$ cat config.mk
export PLATFORM = sky130hd
export DESIGN_NAME = dsadc_seq
export DESIGN_NICKNAME = d
export VERILOG_FILES = /design/src/rtl/dsadc_pkg.sv /design/src/rtl/dsadc_ticker.sv /design/src/rtl/dsadc_rx.sv /design/src/rtl/dsadc_seq.sv
export SDC_FILE = /design/constraint.sdc
export NUM_CORES = 1
export LEC_CHECK = 0
export ABC_AREA = 1
export BUFFER_PORTS_ARGS = -buffer_cell sky130_fd_sc_hd__buf_2
export CAP_MARGIN = 20
export CORE_MARGIN = 2
export CORE_UTILIZATION = 58
export DETAILED_ROUTE_END_ITERATION = 8
export PLACE_DENSITY = 0.85
export REMOVE_ABC_BUFFERS = 1
export SLEW_MARGIN = 5
export SYNTH_ARGS = -nofsm -noshare
export SYNTH_HDL_FRONTEND = slang
export SYNTH_SLANG_ARGS = --single-unit
export TNS_END_PERCENT = 1
$ cat constraint.sdc
create_clock -name clk -period 2.1 [get_ports clk]
set_input_delay 0.42 -clock clk [delete_from_list [all_inputs] [get_ports clk]]
set_output_delay 0.42 -clock clk [all_outputs]
set_load 0.02 [all_outputs]
$ cat src/rtl/dsadc_pkg.sv
package dsadc_pkg;

    localparam int RAW_W  = 24;
    localparam int RES_W  = 32;
    localparam int MAG_W  = 22;
    localparam int FILL_W = RES_W - MAG_W;

    typedef enum logic [2:0] {
        ST_BOOT,
        ST_IDLE,
        ST_PULSE,
        ST_WAIT,
        ST_READ,
        ST_REL
    } seq_state_e;

    typedef struct packed {
        logic             err;
        logic [RES_W-1:0] value;
    } conv_res_t;

    // number of serial clocks in one read frame for a given idle polarity
    function automatic int frame_bits(input bit cpol);
        return cpol ? RAW_W : RAW_W + 1;
    endfunction

    // flag decode: bit23 underrange, bit22 overrange, bit21 in-range sign
    function automatic conv_res_t decode_raw(input logic [RAW_W-1:0] raw);
        conv_res_t r;
        r.err   = 1'b0;
        r.value = '0;
        if (raw[23] && raw[22]) begin
            r.err = 1'b1;
        end else if (raw[22]) begin
            r.value = {{FILL_W{1'b0}}, raw[MAG_W-1:0]};
        end else if (raw[23] || raw[21]) begin
            r.value = {{FILL_W{1'b1}}, raw[MAG_W-1:0]};
        end else begin
            r.value = {{FILL_W{1'b0}}, raw[MAG_W-1:0]};
        end
        return r;
    endfunction

endpackage

$ cat src/rtl/dsadc_ticker.sv
module dsadc_ticker #(
    parameter int W = 8
) (
    input  logic         clk,
    input  logic         rst,
    input  logic         load,
    input  logic [W-1:0] load_val,
    output logic         expired
);

    logic [W-1:0] cnt_q;

    always_ff @(posedge clk) begin
        if (rst) begin
            cnt_q <= '0;
        end else if (load) begin
            cnt_q <= load_val;
        end else if (cnt_q != '0) begin
            cnt_q <= cnt_q - 1'b1;
        end
    end

    assign expired = (cnt_q == '0);

endmodule

$ cat src/rtl/dsadc_rx.sv
module dsadc_rx
    import dsadc_pkg::*;
#(
    parameter bit CPOL     = 1'b0,
    parameter int HALF_CYC = 4
) (
    input  logic             clk,
    input  logic             rst,
    input  logic             start,
    input  logic             miso,
    output logic             sclk,
    output logic             done,
    output logic [RAW_W-1:0] word
);

    localparam int   NBITS    = frame_bits(CPOL);
    localparam int   HW       = $clog2(HALF_CYC + 1);
    localparam int   BW       = $clog2(NBITS + 1);
    localparam logic IDLE_LVL = CPOL;
    localparam logic [HW-1:0] HALF_LD = HW'(HALF_CYC - 1);
    localparam logic [BW-1:0] BITS_LD = BW'(NBITS);

    logic             busy_q;
    logic             phase_q;
    logic [HW-1:0]    half_q;
    logic [BW-1:0]    bits_q;
    logic [RAW_W-1:0] sr_q;
    logic             sclk_q;
    logic             done_q;

    // The register is RAW_W wide; with a 25-bit frame the leading
    // ready bit falls off the top on the last shift.
    always_ff @(posedge clk) begin
        if (rst) begin
            busy_q  <= 1'b0;
            phase_q <= 1'b0;
            half_q  <= '0;
            bits_q  <= '0;
            sr_q    <= '0;
            sclk_q  <= IDLE_LVL;
            done_q  <= 1'b0;
        end else begin
            done_q <= 1'b0;
            if (!busy_q) begin
                if (start) begin
                    busy_q  <= 1'b1;
                    phase_q <= 1'b0;
                    half_q  <= HALF_LD;
                    bits_q  <= BITS_LD;
                    sclk_q  <= 1'b0;
                end
            end else if (half_q != '0) begin
                half_q <= half_q - 1'b1;
            end else if (!phase_q) begin
                phase_q <= 1'b1;
                sclk_q  <= 1'b1;
                sr_q    <= {sr_q[RAW_W-2:0], miso};
                bits_q  <= bits_q - 1'b1;
                half_q  <= HALF_LD;
            end else if (bits_q == '0) begin
                busy_q  <= 1'b0;
                phase_q <= 1'b0;
                sclk_q  <= IDLE_LVL;
                done_q  <= 1'b1;
            end else begin
                phase_q <= 1'b0;
                sclk_q  <= 1'b0;
                half_q  <= HALF_LD;
            end
        end
    end

    assign sclk = sclk_q;
    assign done = done_q;
    assign word = sr_q;

    // a frame always ends right after a high clock phase
    assert_frame_end_R4: assert property (@(posedge clk) disable iff (rst)
        done_q |-> $past(sclk_q) == 1'b1);

endmodule

$ cat src/rtl/dsadc_seq.sv
module dsadc_seq
    import dsadc_pkg::*;
#(
    parameter bit CPOL            = 1'b0,
    parameter int START_PULSE_CYC = 400,
    parameter int CONV_WAIT_CYC   = 4_200_000,
    parameter int SCLK_HALF_CYC   = 25,
    parameter int WAKE_CONVS      = 2
) (
    input  logic             clk,
    input  logic             rst,
    input  logic             start_i,
    input  logic             spi_miso_i,
    output logic             spi_cs_n_o,
    output logic             spi_sclk_o,
    output logic             busy_o,
    output logic             result_valid_o,
    output logic             result_err_o,
    output logic [RES_W-1:0] result_o
);

    localparam int   TMAX     = (START_PULSE_CYC > CONV_WAIT_CYC) ? START_PULSE_CYC : CONV_WAIT_CYC;
    localparam int   TW       = $clog2(TMAX + 1);
    localparam int   WK_W     = $clog2(WAKE_CONVS + 1);
    localparam logic IDLE_LVL = CPOL;
    localparam logic [TW-1:0]   PULSE_LD = TW'(START_PULSE_CYC - 1);
    localparam logic [TW-1:0]   WAIT_LD  = TW'(CONV_WAIT_CYC - 1);
    localparam logic [WK_W-1:0] WAKE_LD  = WK_W'(WAKE_CONVS);

    seq_state_e        state_q, state_d;
    logic [WK_W-1:0]   wake_q;
    logic              tmr_load;
    logic [TW-1:0]     tmr_val;
    logic              tmr_expired;
    logic              rx_start;
    logic              rx_done;
    logic [RAW_W-1:0]  rx_word;
    logic              valid_q;
    logic              err_q;
    logic [RES_W-1:0]  value_q;
    conv_res_t         dec;

    dsadc_ticker #(.W(TW)) u_tick (
        .clk      (clk),
        .rst      (rst),
        .load     (tmr_load),
        .load_val (tmr_val),
        .expired  (tmr_expired)
    );

    dsadc_rx #(.CPOL(CPOL), .HALF_CYC(SCLK_HALF_CYC)) u_rx (
        .clk   (clk),
        .rst   (rst),
        .start (rx_start),
        .miso  (spi_miso_i),
        .sclk  (spi_sclk_o),
        .done  (rx_done),
        .word  (rx_word)
    );

    always_comb begin
        state_d  = state_q;
        tmr_load = 1'b0;
        tmr_val  = PULSE_LD;
        rx_start = 1'b0;
        case (state_q)
            ST_BOOT: begin
                state_d  = ST_PULSE;
                tmr_load = 1'b1;
            end
            ST_IDLE: begin
                if (start_i) begin
                    state_d  = ST_PULSE;
                    tmr_load = 1'b1;
                end
            end
            ST_PULSE: begin
                if (tmr_expired) begin
                    state_d  = ST_WAIT;
                    tmr_load = 1'b1;
                    tmr_val  = WAIT_LD;
                end
            end
            ST_WAIT: begin
                if (tmr_expired) begin
                    state_d  = ST_READ;
                    rx_start = 1'b1;
                end
            end
            ST_READ: begin
                if (rx_done) state_d = ST_REL;
            end
            ST_REL: begin
                if (wake_q != '0) begin
                    state_d  = ST_PULSE;
                    tmr_load = 1'b1;
                end else begin
                    state_d = ST_IDLE;
                end
            end
            default: state_d = ST_IDLE;
        endcase
    end

    assign dec = decode_raw(rx_word);

    always_ff @(posedge clk) begin
        if (rst) begin
            state_q <= ST_BOOT;
            wake_q  <= WAKE_LD;
            valid_q <= 1'b0;
            err_q   <= 1'b0;
            value_q <= '0;
        end else begin
            state_q <= state_d;
            valid_q <= 1'b0;
            if (state_q == ST_READ && rx_done) begin
                if (wake_q != '0) begin
                    wake_q <= wake_q - 1'b1;
                end else begin
                    valid_q <= 1'b1;
                    err_q   <= dec.err;
                    value_q <= dec.value;
                end
            end
        end
    end

    assign spi_cs_n_o     = !(state_q == ST_PULSE || state_q == ST_READ);
    assign busy_o         = (state_q != ST_IDLE);
    assign result_valid_o = valid_q;
    assign result_err_o   = err_q;
    assign result_o       = value_q;

    // wake-up conversions never raise the strobe
    assert_wake_quiet_R1: assert property (@(posedge clk) disable iff (rst)
        (wake_q != '0) |-> !valid_q);

    // the start interval ends only when the timer has run out
    assert_pulse_len_R2: assert property (@(posedge clk) disable iff (rst)
        (state_q == ST_WAIT && $past(state_q) == ST_PULSE) |-> $past(tmr_expired));

    // the read begins only after the full wait
    assert_wait_len_R3: assert property (@(posedge clk) disable iff (rst)
        (state_q == ST_READ && $past(state_q) == ST_WAIT) |-> $past(tmr_expired));

    // serial clock rests at its idle level while deselected
    assert_idle_clock_R4: assert property (@(posedge clk) disable iff (rst)
        spi_cs_n_o |-> (spi_sclk_o == IDLE_LVL));

    // a negative result carries a full sign fill
    assert_sign_fill_R6: assert property (@(posedge clk) disable iff (rst)
        (valid_q && !err_q && value_q[RES_W-1]) |-> (&value_q[RES_W-2:MAG_W]));

    // an error result carries a zero value
    assert_err_zero_R8: assert property (@(posedge clk) disable iff (rst)
        (valid_q && err_q) |-> (value_q == '0));

    // the strobe lasts one clock
    assert_single_strobe_R9: assert property (@(posedge clk) disable iff (rst)
        valid_q |=> !valid_q);

    // a new start interval is entered only from idle, boot or release
    assert_no_restart_R10: assert property (@(posedge clk) disable iff (rst)
        (state_q == ST_PULSE && $past(state_q) != ST_PULSE) |->
        ($past(state_q) == ST_IDLE || $past(state_q) == ST_REL || $past(state_q) == ST_BOOT));

endmodule

==> results.py, run 1 <==
metrics = {
    "synthesis": {
        "seq_area_frac_synth": 0.4450,
        "dominantRegCellSynth": "dfxtp_1",
        "yosysUniqueCellTypes": 33,
        "postSynth.asyncResetShare": 0,
        "ys_warn_count": 0,
        "ys_seq_elements": 90,
        "synth_enable_flop_cells": 0,
        "post_synth_inst_count": 560,
        "post_synth.cell_area_avg_um2": 7.230,
        "synth.cell_area_mm2": 0.004049,
    },
    "cells_and_area": {
        "filler_cell_count": 570,
        "filler_free_cell_count_of_the_finished_design": 674,
        "finish.net_count": 598,
        "top_library_cells_by_usage_in_the_layout_fill_and_taps_aside": "nor2_1 (112), nand2_1 (110), dfxtp_1 (90)",
        "share_of_the_core_filled_with_cells": 0.6561,
        "final_cell_area_mm2": 0.004433,
        "antennaDiodeCount": 0,
        "fraction_of_layout_cells_with_a_size_suffix_above_1": 0.1498,
        "synthToLayoutAreaGrowth_pct": 9.487,
        "most_frequent_standard_cell_in_the_layout_excluding_fill_and_tap_cells": "nor2_1",
    },
    "worst_setup_path": {
        "critical_path_class": "flop to flop",
        "worst-endpoint-arrival_ps": 2180,
        "timing.critical_path.from_type": "flop",
        "critical_path.max_fanout": 6,
        "required_ps": 2350,
        "critPathCaptureType": "flop",
    },
    "sta": {
        "max_freq_ghz": 0.5176,
        "finalHoldViolCount": 0,
        "final.setup_skew_ps": 11.74,
        "final.setup.tns_ps": 0,
        "period_share": 0.9200,
        "rsz0062_at_grt": "no",
        "timing_worst_slew_pin_value_ps": 544.0,
        "finalSetupViolations": 0,
        "maxSlewHeadroom": 0.6370,
        "period_minus_slack_ps": 1932,
        "final-max-slew-violation-count": 0,
    },
    "global_routing": {
        "total_global_route_track_usage": 0.2395,
        "grt_use_met2": 0.4160,
        "grt.busiest_layer": "met2",
        "first_global_vias": 3373,
        "use_met3": 0.03676,
        "grtUsageMet1": 0.3007,
        "maximum_number_of_pins_on_one_net_before_global_route_repair": 34,
        "grt_pass1_wl_um": 14740,
        "grt_antenna_before_repair": 0,
        "grt_remaining_overflow": 0,
    },
    "clock_network": {
        "clock_sink_count": 90,
        "clk-insertion-delay-late_ps": 360,
        "postCtsSetupRepairBufs": 0,
        "clock_tree_from_tritoncts": "done",
        "cts_hold_repair.buffers": 0,
        "max-clock-path-buffers": 2,
        "ctsRootBufferMaster": "clkbuf_8",
        "cts_htree_levels": 3,
        "clkSlewWorstSetupHoldPaths_ps": 100,
        "cts_made_buffers": 9,
    },
    "placed_design": {
        "dpl.hpwl_um": 6001,
        "gp_weighted_congestion": 0.9805,
        "numPortBuffers": 40,
        "dp.cells": 658,
        "postPlaceCellArea_mm2": 0.004239,
    },
    "floorplan": {
        "die_area_mm2": 0.007665,
        "rows": 30,
        "pin_count": 41,
        "start_util": 0.5993,
        "die-height_um": 87.55,
        "die_w_um": 87.55,
        "core_area_mm2": 0.006756,
    },
    "pwr": {
        "powerDensity_mw_per_mm2": 1064,
        "share_clk_of_total_power": 0.246,
        "comb_power_share": 0.328,
        "swShare": 0.3955,
        "internal-power_mw": 2.851,
        "power.total_mw": 4.716,
        "p_sw_mw": 1.865,
        "ir_worst_vdd_mv": 0.5764,
        "pwr-share-seq": 0.426,
        "p_leak_nw": 1.913,
    },
    "routing": {
        "post_drt_wl_per_cell_um": 12.95,
        "drt_pre_antenna_iters": 5,
        "finalWirelength_um": 8728,
        "detail_route.vias_per_cell": 5.453,
        "drt_iter0_markers": 227,
        "route.antenna.remaining_nets": 0,
        "drc": 0,
        "via_count": 3675,
    },
    "run_status": {
        "outcome": "finished clean",
    },
    "worst_hold_path": {
        "hold_class": "input pin to flop",
    },
    "flow_run": {
        "max-cap-violations": 0,
    },
}
[repair_timing]
item	CTS	global route
setup endpoints to repair	6	0
endpoints found under the hold margin	0	0
resized for setup	1	0
[power by group through the flow]
| stage | Sequential (mW) | Clock (mW) | Combinational, mW |
|---|---|---|---|
| global route | 2.03 | 1.25 | 1.73 |
| CTS | 2.00 | 1.16 | 1.53 |
| detailed placement | 2.04 | 0 | 1.51 |
| global placement | 2.04 | 0 | 1.45 |
| floorplan | 2.01 | 0 | 1.20 |
| finish | 2.01 | 1.16 | 1.55 |
[worst paths after layout]
kind	to	slack, ps	cells past startpoint	startpoint
worst max register to register	u_tick.cnt_q[9]	170	9	u_tick.cnt_q[0]
worst max-delay path	u_tick.cnt_q[9]	170	9	u_tick.cnt_q[0]
worst min register to register	result_o[20]	470	2	result_o[20]
worst min-delay path	u_rx.word[0]	320	3	spi_miso_i
[sequential cells by signal, indices dropped and copies added, names as in the netlist]
register / cells
u_rx.phase_q: 1
state_q: 3
u_tick.cnt_q: 23
u_rx.bits_q: 5
u_rx.word: 24
result_o: 23
result_err_o: 1
u_rx.busy_q: 1
u_rx.half_q: 5
result_valid_o: 1
u_rx.done: 1
wake_q: 2
[Yosys cell counts, types with 2 or more instances]
master,count,share of area
a21oi_1,45,0.056
buf_2,4,0.0049
buf_4,11,0.020
clkbuf_1,13,0.012
dfxtp_1,90,0.44
ha_1,5,0.015
inv_1,37,0.034
inv_2,4,0.0037
nand2_1,110,0.10
nand2_2,4,0.0062
nand3_1,27,0.033
nand3b_1,2,0.0037
nand4_1,8,0.012
nor2_1,113,0.10
nor2_2,5,0.0077
nor2_4,4,0.011
nor3_1,5,0.0062
o21ai_0,36,0.044
o21ai_1,5,0.0062
or2_2,3,0.0046
xnor2_1,7,0.015
xor2_1,11,0.024
[critical path, stage by stage, from the launching register on]
cell and delay, ps:
dfxtp_1 320, inv_1 160, ha_1 240, nand2_1 130, nor2_4 190, nand2_1 100
nor2_1 260, a21oi_1 220, o21ai_0 150, nor2_1 60
[layer usage]
metal  share of wire  vias up
met1            0.44     1695
met2            0.49      126
met5               0        -
li1                -     1836
met4           0.020        0
met3           0.056       18
[layout make-up]
cell class | instances | area (um2) | area share
Clock inverter | 6 | 53.80 | 0.01214
Multi-Input combinational cell | 400 | 1933 | 0.4361
Inverter | 41 | 153.9 | 0.03472
Sequential cell | 90 | 1802 | 0.4064
Tap cell | 80 | 100.1 | 0.02258
Clock buffer | 10 | 137.6 | 0.03105
Timing Repair Buffer | 47 | 252.7 | 0.05701
[stage by stage]
step	hold WS [ps]	setup slack [ps]
floorplan	434.9	110.8
global placement	445.4	79.56
detailed placement	448.9	-14.32
CTS	319.7	154.3
global route	340.7	35.82
finish	324.5	168.0
[cells by family (layout without fill, tap and decap cells)]
family / Yosys count / count (layout) / synth area share
flip-flops: 90 / 90 / 0.4450
adder cells (fa/ha/maj): 5 / 5 / 0.01545
AND/OR/NAND/NOR: 284 / 284 / 0.3004
AO/OA/AOI/OAI: 93 / 93 / 0.1221
XOR/XNOR: 18 / 18 / 0.03894
buffers and inverters: 70 / 104 / 0.07818
(Power assumes the default switching activity.)
==> inputs of run 2 (changes only) <==
--- a/config.mk
+++ b/config.mk
@@ -9,12 +9,13 @@
 export BUFFER_PORTS_ARGS = -buffer_cell sky130_fd_sc_hd__buf_2
 export CAP_MARGIN = 20
 export CORE_MARGIN = 2
-export CORE_UTILIZATION = 58
+export CORE_UTILIZATION = 59
 export DETAILED_ROUTE_END_ITERATION = 8
 export PLACE_DENSITY = 0.85
 export REMOVE_ABC_BUFFERS = 1
 export SLEW_MARGIN = 5
 export SYNTH_ARGS = -nofsm -noshare
 export SYNTH_HDL_FRONTEND = slang
+export SYNTH_HIERARCHICAL = 1
 export SYNTH_SLANG_ARGS = --single-unit
 export TNS_END_PERCENT = 1
==> run 2 against run 1 <==
  * Count of clock-buffer cells in the layout is 3 higher
  * Largest power group unchanged
  * Critical endpoint is now u_rx/half_q[1]
  * Non-clock buffer count increased by 11
  * Clock skew is 0.62 ps lower
  * Via count up 12%
  * Sequential share of layout area shrank 4.1 points
==> results.py, run 2 <==
metrics = {
    "clock_network": {
        "clock_tree_from_tritoncts": "done",
        "ctsRootBufferMaster": "clkbuf_8",
        "clkSlewWorstSetupHoldPaths_ps": 80,
        "cts_htree_levels": 3,
        "cts_made_buffers": 9,
        "clk-insertion-delay-late_ps": 350,
        "clock_sink_count": 90,
        "max-clock-path-buffers": 2,
    },
    "synthesis": {
        "ys_warn_count": 6,
        "synth_adder_area_share": 0.01139,
        "yosys.area.top_type": "dfxtp_1",
        "synth_top_family_by_area": "simple AND/OR/NAND/NOR gates",
        "yosysUniqueCellTypes": 40,
        "seq_area_frac_synth": 0.4100,
        "synth.top_cell.area_share": 0.4100,
        "ys_seq_elements": 90,
        "ranking_of_synthesized_cells_by_area": "dfxtp_1 (41%), nand2_1 (12%), nor2_1 (9.7%)",
        "most_frequently_used_cell_type_in_the_post_synthesis_netlist": "nand2_1",
        "dominantRegCellSynth": "dfxtp_1",
        "postSynth.asyncResetShare": 0,
        "post_synth_xor_area_fraction": 0.02591,
        "post_synth.cell_area_avg_um2": 6.964,
        "synth.cell_area_mm2": 0.004394,
        "post_synth_inst_count": 631,
        "synth_simple_gate_area_frac": 0.3386,
        "synth-compound-area-share": 0.1133,
        "post_synth_mux_area_share": 0,
        "yosys-top-cells-count": "nand2_1 (137), nor2_1 (113), dfxtp_1 (90)",
        "synth_enable_flop_cells": 0,
    },
    "placed_design": {
        "postPlaceCellArea_mm2": 0.004690,
        "dpl.hpwl_um": 6895,
        "numPortBuffers": 40,
        "gp_weighted_congestion": 0.8866,
    },
    "pwr": {
        "powerDensity_mw_per_mm2": 835.7,
        "ir_worst_vdd_mv": 0.6324,
        "power.total_mw": 4.120,
        "p_leak_nw": 2.220,
    },
    "worst_setup_path": {
        "critPathCaptureType": "flop",
        "maximum_cell_stage_delay_along_the_critical_path_ps": 330,
        "critical_path_class": "flop to flop",
        "timing.critical_path.from_type": "flop",
        "critical-path-slowest-cell": "dfxtp_1",
        "worst-endpoint-arrival_ps": 2220,
        "critical_path.max_fanout": 8,
        "required_ps": 2320,
        "worstPathCellList": "inv_1, ha_4, nand2_2, nor2_4, nand3_2, nor2_4, buf_4, inv_1, nor2_1, nand2_2, buf_4, nand4_1, a21oi_1",
        "cell_class_contributing_the_biggest_share_of_worst_path_delay": "simple AND/OR/NAND/NOR gates",
        "critical_path_buf_inv_count": 4,
    },
    "global_routing": {
        "total_global_route_track_usage": 0.2414,
        "grtUsageMet1": 0.2783,
        "grt.busiest_layer": "met2",
        "first_global_vias": 3781,
        "grt_antenna_before_repair": 0,
        "grt_remaining_overflow": 0,
        "grt_use_met2": 0.4417,
        "maximum_number_of_pins_on_one_net_before_global_route_repair": 33,
        "use_met3": 0.05760,
        "grt_pass1_wl_um": 16410,
    },
    "cells_and_area": {
        "antennaDiodeCount": 0,
        "final_cell_area_mm2": 0.004930,
        "most_frequent_standard_cell_in_the_layout_excluding_fill_and_tap_cells": "nand2_1",
        "largest_register_ffs": 24,
        "top_library_cells_by_usage_in_the_layout_fill_and_taps_aside": "nand2_1 (135), nor2_1 (113), dfxtp_1 (90)",
        "synthToLayoutAreaGrowth_pct": 12.19,
        "finish.net_count": 686,
        "fraction_of_layout_cells_with_a_size_suffix_above_1": 0.1581,
    },
    "routing": {
        "detail_route.vias_per_cell": 5.247,
        "post_drt_wl_per_cell_um": 12.49,
        "drt_iter0_markers": 197,
        "drt_pre_antenna_iters": 6,
        "drc": 0,
        "finalWirelength_um": 9767,
        "route.antenna.remaining_nets": 0,
        "via_count": 4103,
    },
    "sta": {
        "timing.hold.ws_ps": 307.0,
        "final.setup_skew_ps": 11.12,
        "max_freq_ghz": 0.5001,
        "period_minus_slack_ps": 2000,
        "final-max-slew-violation-count": 0,
        "final.setup.tns_ps": 0,
        "period_share": 0.9523,
        "finalHoldViolCount": 0,
        "finalSetupViolations": 0,
    },
    "floorplan": {
        "pin_count": 41,
        "die-height_um": 90.30,
        "rows": 31,
        "core_area_mm2": 0.007214,
        "start_util": 0.6091,
        "die_w_um": 90.30,
        "die_area_mm2": 0.008154,
    },
    "flow_run": {
        "max-cap-violations": 0,
    },
    "run_status": {
        "outcome": "finished clean",
    },
    "worst_hold_path": {
        "hold_class": "input pin to flop",
    },
}
## run 2: cell count changes in the layout (fill, tap and decap cells not counted), sizes merged, moves of 3 or more
cell / before / now
nor2: 122 / 119
nor3: 5 / 2
nand4: 8 / 15
nand2: 114 / 142
inv: 46 / 57
conb: 0 / 15
xnor2: 7 / 1
o21ai: 43 / 50
nand3: 29 / 51
buf: 47 / 58
a21oi: 46 / 38
clkbuf: 10 / 13
## run 2: power by group
group	switching, mW	leakage (nW)	internal [mW]	total, mW
logic	0.667	1.39	0.368	1.03
clock network	0.589	0.100	0.621	1.21
registers	0.0833	0.730	1.79	1.87
total	1.34	2.22	2.78	4.12
## run 2: repair_timing
| item | 4_1_cts | 5_1_grt |
|---|---|---|
| setup buffers | 0 | 1 |
| gates resized for setup | 0 | 7 |
| hold buffers | 0 | 0 |
| endpoints found under the setup margin | 0 | 31 |
## run 2: final timing paths
kind | from | end | slack (ps) | depth (start not counted)
min | spi_miso_i | u_rx/word[0] | 310 | 3
max | u_tick/cnt_q[0] | u_rx/half_q[1] | 100 | 13
max reg2reg | u_tick/cnt_q[0] | u_rx/half_q[1] | 100 | 13
min reg2reg | u_tick/cnt_q[0] | u_tick/cnt_q[0] | 460 | 1
## run 2: metal layers
| metal | vias to the layer above | routed length, um |
|---|---|---|
| met2 | 120 | 4933 |
| met4 | 0 | 130 |
| met5 | - | 0 |
| met3 | 16 | 546 |
| met1 | 1886 | 4157 |
| li1 | 2081 | - |
## run 2: cell families after synthesis
logic type | after synthesis
buffers and inverters | 92
adder cells (fa/ha/maj) | 4
XOR/XNOR | 13
AO/OA/AOI/OAI | 91
AND/OR/NAND/NOR | 339
flip-flops | 90
other | 2
## run 2: final cells by class
class                      count  area [um2]
clock inverter                 3       46.29
fill                         615        2285
clock buffer                  13       158.9
tap                           99       123.9
sequential                    90        1802
timing repair buffer          58       347.8
multi-input combinational    462        2233
inverter                      57       217.7
## run 2: metrics by stage
stage                     setup WS, ps  utilization  instances
after global routing            -17.99       0.6833        782
after global placement           137.4       0.6500        765
final                            100.3       0.6833        782
after floorplan                 -448.6            -        609
after CTS                        18.55       0.6785        781
after detailed placement         50.12       0.6500        765
## run 2: tightest hold or removal path, stage by stage
cell and delay (ps):
buf_2 70, o21ai_1 60, nor2_1 70
==> inputs of run 3 (changes only) <==
--- a/config.mk
+++ b/config.mk
@@ -10,6 +10,8 @@
 export CAP_MARGIN = 20
 export CORE_MARGIN = 2
 export CORE_UTILIZATION = 59
+export CTS_BUF_LIST = sky130_fd_sc_hd__clkbuf_16
+export CTS_CLUSTER_DIAMETER = 80
 export DETAILED_ROUTE_END_ITERATION = 8
 export PLACE_DENSITY = 0.85
 export REMOVE_ABC_BUFFERS = 1
==> run 3 against run 2 <==
  * Sequential share of layout area is 0.57 points lower
  * Clock power is 28% higher
  * Total power is 8.5% higher
  * Largest power group unchanged
  * Cell count stayed put
  * Global-route usage is 0.65 points higher
  * Count of clock-buffer cells in the layout is 4 lower
  * Combinational power hardly changed
  * Register-to-register slack better by 20 ps
  * Routed wire length is 2.8% higher
  * Utilization is 1.1 points higher
  * Largest cell class unchanged
  * Sequential power hardly changed
  * Non-clock buffer count stayed put
==> results.py, run 3 (same netlist as run 2, synthesis figures left out) <==
metrics = {
    "worst_setup_path": {
        "critPathCaptureType": "flop",
        "timing.reg2reg.setup_slack_ps": 120,
        "cell_class_contributing_the_biggest_share_of_worst_path_delay": "simple AND/OR/NAND/NOR gates",
        "required_ps": 2310,
        "startpoint": "u_tick/cnt_q[0]",
        "critical_path.max_fanout": 8,
        "rr_startpoint": "u_tick/cnt_q[0]",
        "critical-path-slowest-cell": "dfxtp_1",
        "cp.depth": 13,
        "critical_path_class": "flop to flop",
        "critical_path_buf_inv_count": 4,
        "regToRegEndpoint": "u_rx/half_q[1]",
        "worstPathCellList": "inv_1, ha_2, nand2_2, nor2_4, nand3_2, nor2_4, buf_6, inv_1, nor2_1, nand2_2, buf_4, nand4_1, a21oi_1",
        "maximum_cell_stage_delay_along_the_critical_path_ps": 310,
        "ff2ff_path_depth": 13,
        "worst-endpoint-arrival_ps": 2190,
        "timing.critical_path.from_type": "flop",
        "endpoint": "u_rx/half_q[1]",
    },
    "sta": {
        "max_freq_ghz": 0.5053,
        "period_minus_slack_ps": 1979,
        "rsz0062_at_grt": "yes",
        "final-max-slew-violation-count": 0,
        "final.setup_skew_ps": 5.628,
        "period_share": 0.9424,
        "finalHoldViolCount": 0,
        "final.setup.worst_slack_ps": 120.9,
        "finalSetupViolations": 0,
    },
    "routing": {
        "drt_iter0_markers": 209,
        "drt_pre_antenna_iters": 5,
        "detail_route.vias_per_cell": 5.286,
        "via_count": 4134,
        "route.antenna.remaining_nets": 0,
        "post_drt_wl_per_cell_um": 12.84,
        "finalWirelength_um": 10040,
        "drc": 0,
    },
    "global_routing": {
        "grt_antenna_before_repair": 0,
        "maximum_number_of_pins_on_one_net_before_global_route_repair": 33,
        "first_global_vias": 3901,
        "grt_remaining_overflow": 0,
        "total_global_route_track_usage": 0.2479,
        "grt_pass1_wl_um": 16820,
    },
    "pwr": {
        "p_sw_mw": 1.395,
        "internal-power_mw": 3.075,
        "p_leak_nw": 2.266,
        "ir_worst_vdd_mv": 0.5531,
        "pwr-share-seq": 0.420,
        "swShare": 0.3122,
        "power.total_mw": 4.470,
        "share_clk_of_total_power": 0.346,
        "comb_power_share": 0.234,
        "powerDensity_mw_per_mm2": 892.7,
    },
    "cells_and_area": {
        "largest_register_ffs": 24,
        "filler_cell_count": 595,
        "synthToLayoutAreaGrowth_pct": 13.95,
        "antennaDiodeCount": 0,
        "finish.net_count": 686,
        "share_of_the_core_filled_with_cells": 0.6941,
        "fraction_of_layout_cells_with_a_size_suffix_above_1": 0.1552,
        "top_library_cells_by_usage_in_the_layout_fill_and_taps_aside": "nand2_1 (136), nor2_1 (113), dfxtp_1 (90)",
        "layout.area.seq_mm2": 0.001802,
        "multi_input_comb_area_mm2": 0.002226,
        "final_cell_area_mm2": 0.005007,
        "filler_free_cell_count_of_the_finished_design": 782,
        "most_frequent_standard_cell_in_the_layout_excluding_fill_and_tap_cells": "nand2_1",
    },
    "worst_hold_path": {
        "hold_class": "input pin to flop",
    },
    "clock_network": {
        "clock_tree_from_tritoncts": "done",
        "max-clock-path-buffers": 2,
        "cts_hold_repair.buffers": 0,
        "ctsRootBufferMaster": "clkbuf_16",
        "clock_sink_count": 90,
        "cts_made_buffers": 9,
        "clk-insertion-delay-late_ps": 340,
        "clkSlewWorstSetupHoldPaths_ps": 60,
        "cts_htree_levels": 3,
    },
    "floorplan": {
        "die_w_um": 90.30,
        "pin_count": 41,
        "core_area_mm2": 0.007214,
        "start_util": 0.6091,
        "rows": 31,
        "die_area_mm2": 0.008154,
        "die-height_um": 90.30,
    },
    "placed_design": {
        "numPortBuffers": 40,
        "dpl.hpwl_um": 6895,
        "postPlaceCellArea_mm2": 0.004690,
        "dp.cells": 765,
        "placement.setup.worst_slack_ps": 50.12,
        "gp_weighted_congestion": 0.8866,
    },
    "run_status": {
        "outcome": "finished clean",
    },
    "flow_run": {
        "max-cap-violations": 0,
    },
}
run 3: per-stage QoR:
stage | hold slack [ps] | TNS [ps]
3_5_place_dp | 427.3 | 0
5_1_grt | 358.1 | -135.2
6_report | 322.4 | 0
4_1_cts | 322.7 | 0
3_3_place_gp | 423.1 | 0
2_1_floorplan | 412.9 | -5444
run 3: worst reg2reg max path, cell delays in order (launching register included):
cell and delay [ps]:
dfxtp_1 310, inv_1 90, ha_2 220, nand2_2 90, nor2_4 120, nand3_2 80, nor2_4 110, buf_6 140
inv_1 60, nor2_1 150, nand2_2 150, buf_4 180, nand4_1 80, a21oi_1 60
run 3: timing repair:
action,CTS,global route
buffers inserted,0,1
setup endpoints to repair,1,32
pin swaps,0,1
cloned,0,0
gates resized for setup,1,6
run 3: how the worst min path moves through the flow:
stage,start,to,slack (ps),cells past startpoint
floorplan,u_tick/cnt_q[0],u_tick/cnt_q[0],410,1
global placement,u_tick/cnt_q[0],u_tick/cnt_q[0],420,1
detailed placement,u_tick/cnt_q[0],u_tick/cnt_q[0],430,1
CTS,spi_miso_i,u_rx/word[0],320,3
global route,spi_miso_i,u_rx/word[0],360,3
finish,spi_miso_i,u_rx/word[0],320,3
run 3: layer usage:
layer,vias to the layer above,GRT usage,part of all wire
met5,-,0,0
met4,0,0.08846,0.017
met3,21,0.05593,0.057
met2,121,0.4599,0.52
met1,1912,0.2769,0.41
li1,2080,-,-
run 3: power groups by stage:
stage               Sequential (mW)  Combinational, mW  Clock (mW)
global route                   1.89               1.18        1.63
detailed placement             1.91              0.993           0
floorplan                      1.91              0.710           0
finish                         1.88               1.04        1.55
global placement               1.91              0.964           0
CTS                            1.88               1.01        1.57
run 3: layout make-up:
cell class | count | area share
multi-input cells | 462 | 0.4445
flip-flops and latches | 90 | 0.3598
repair buffers | 58 | 0.07021
clock buffers | 9 | 0.04498
inverters | 57 | 0.04348
well taps | 99 | 0.02474
clock inverters | 7 | 0.01224
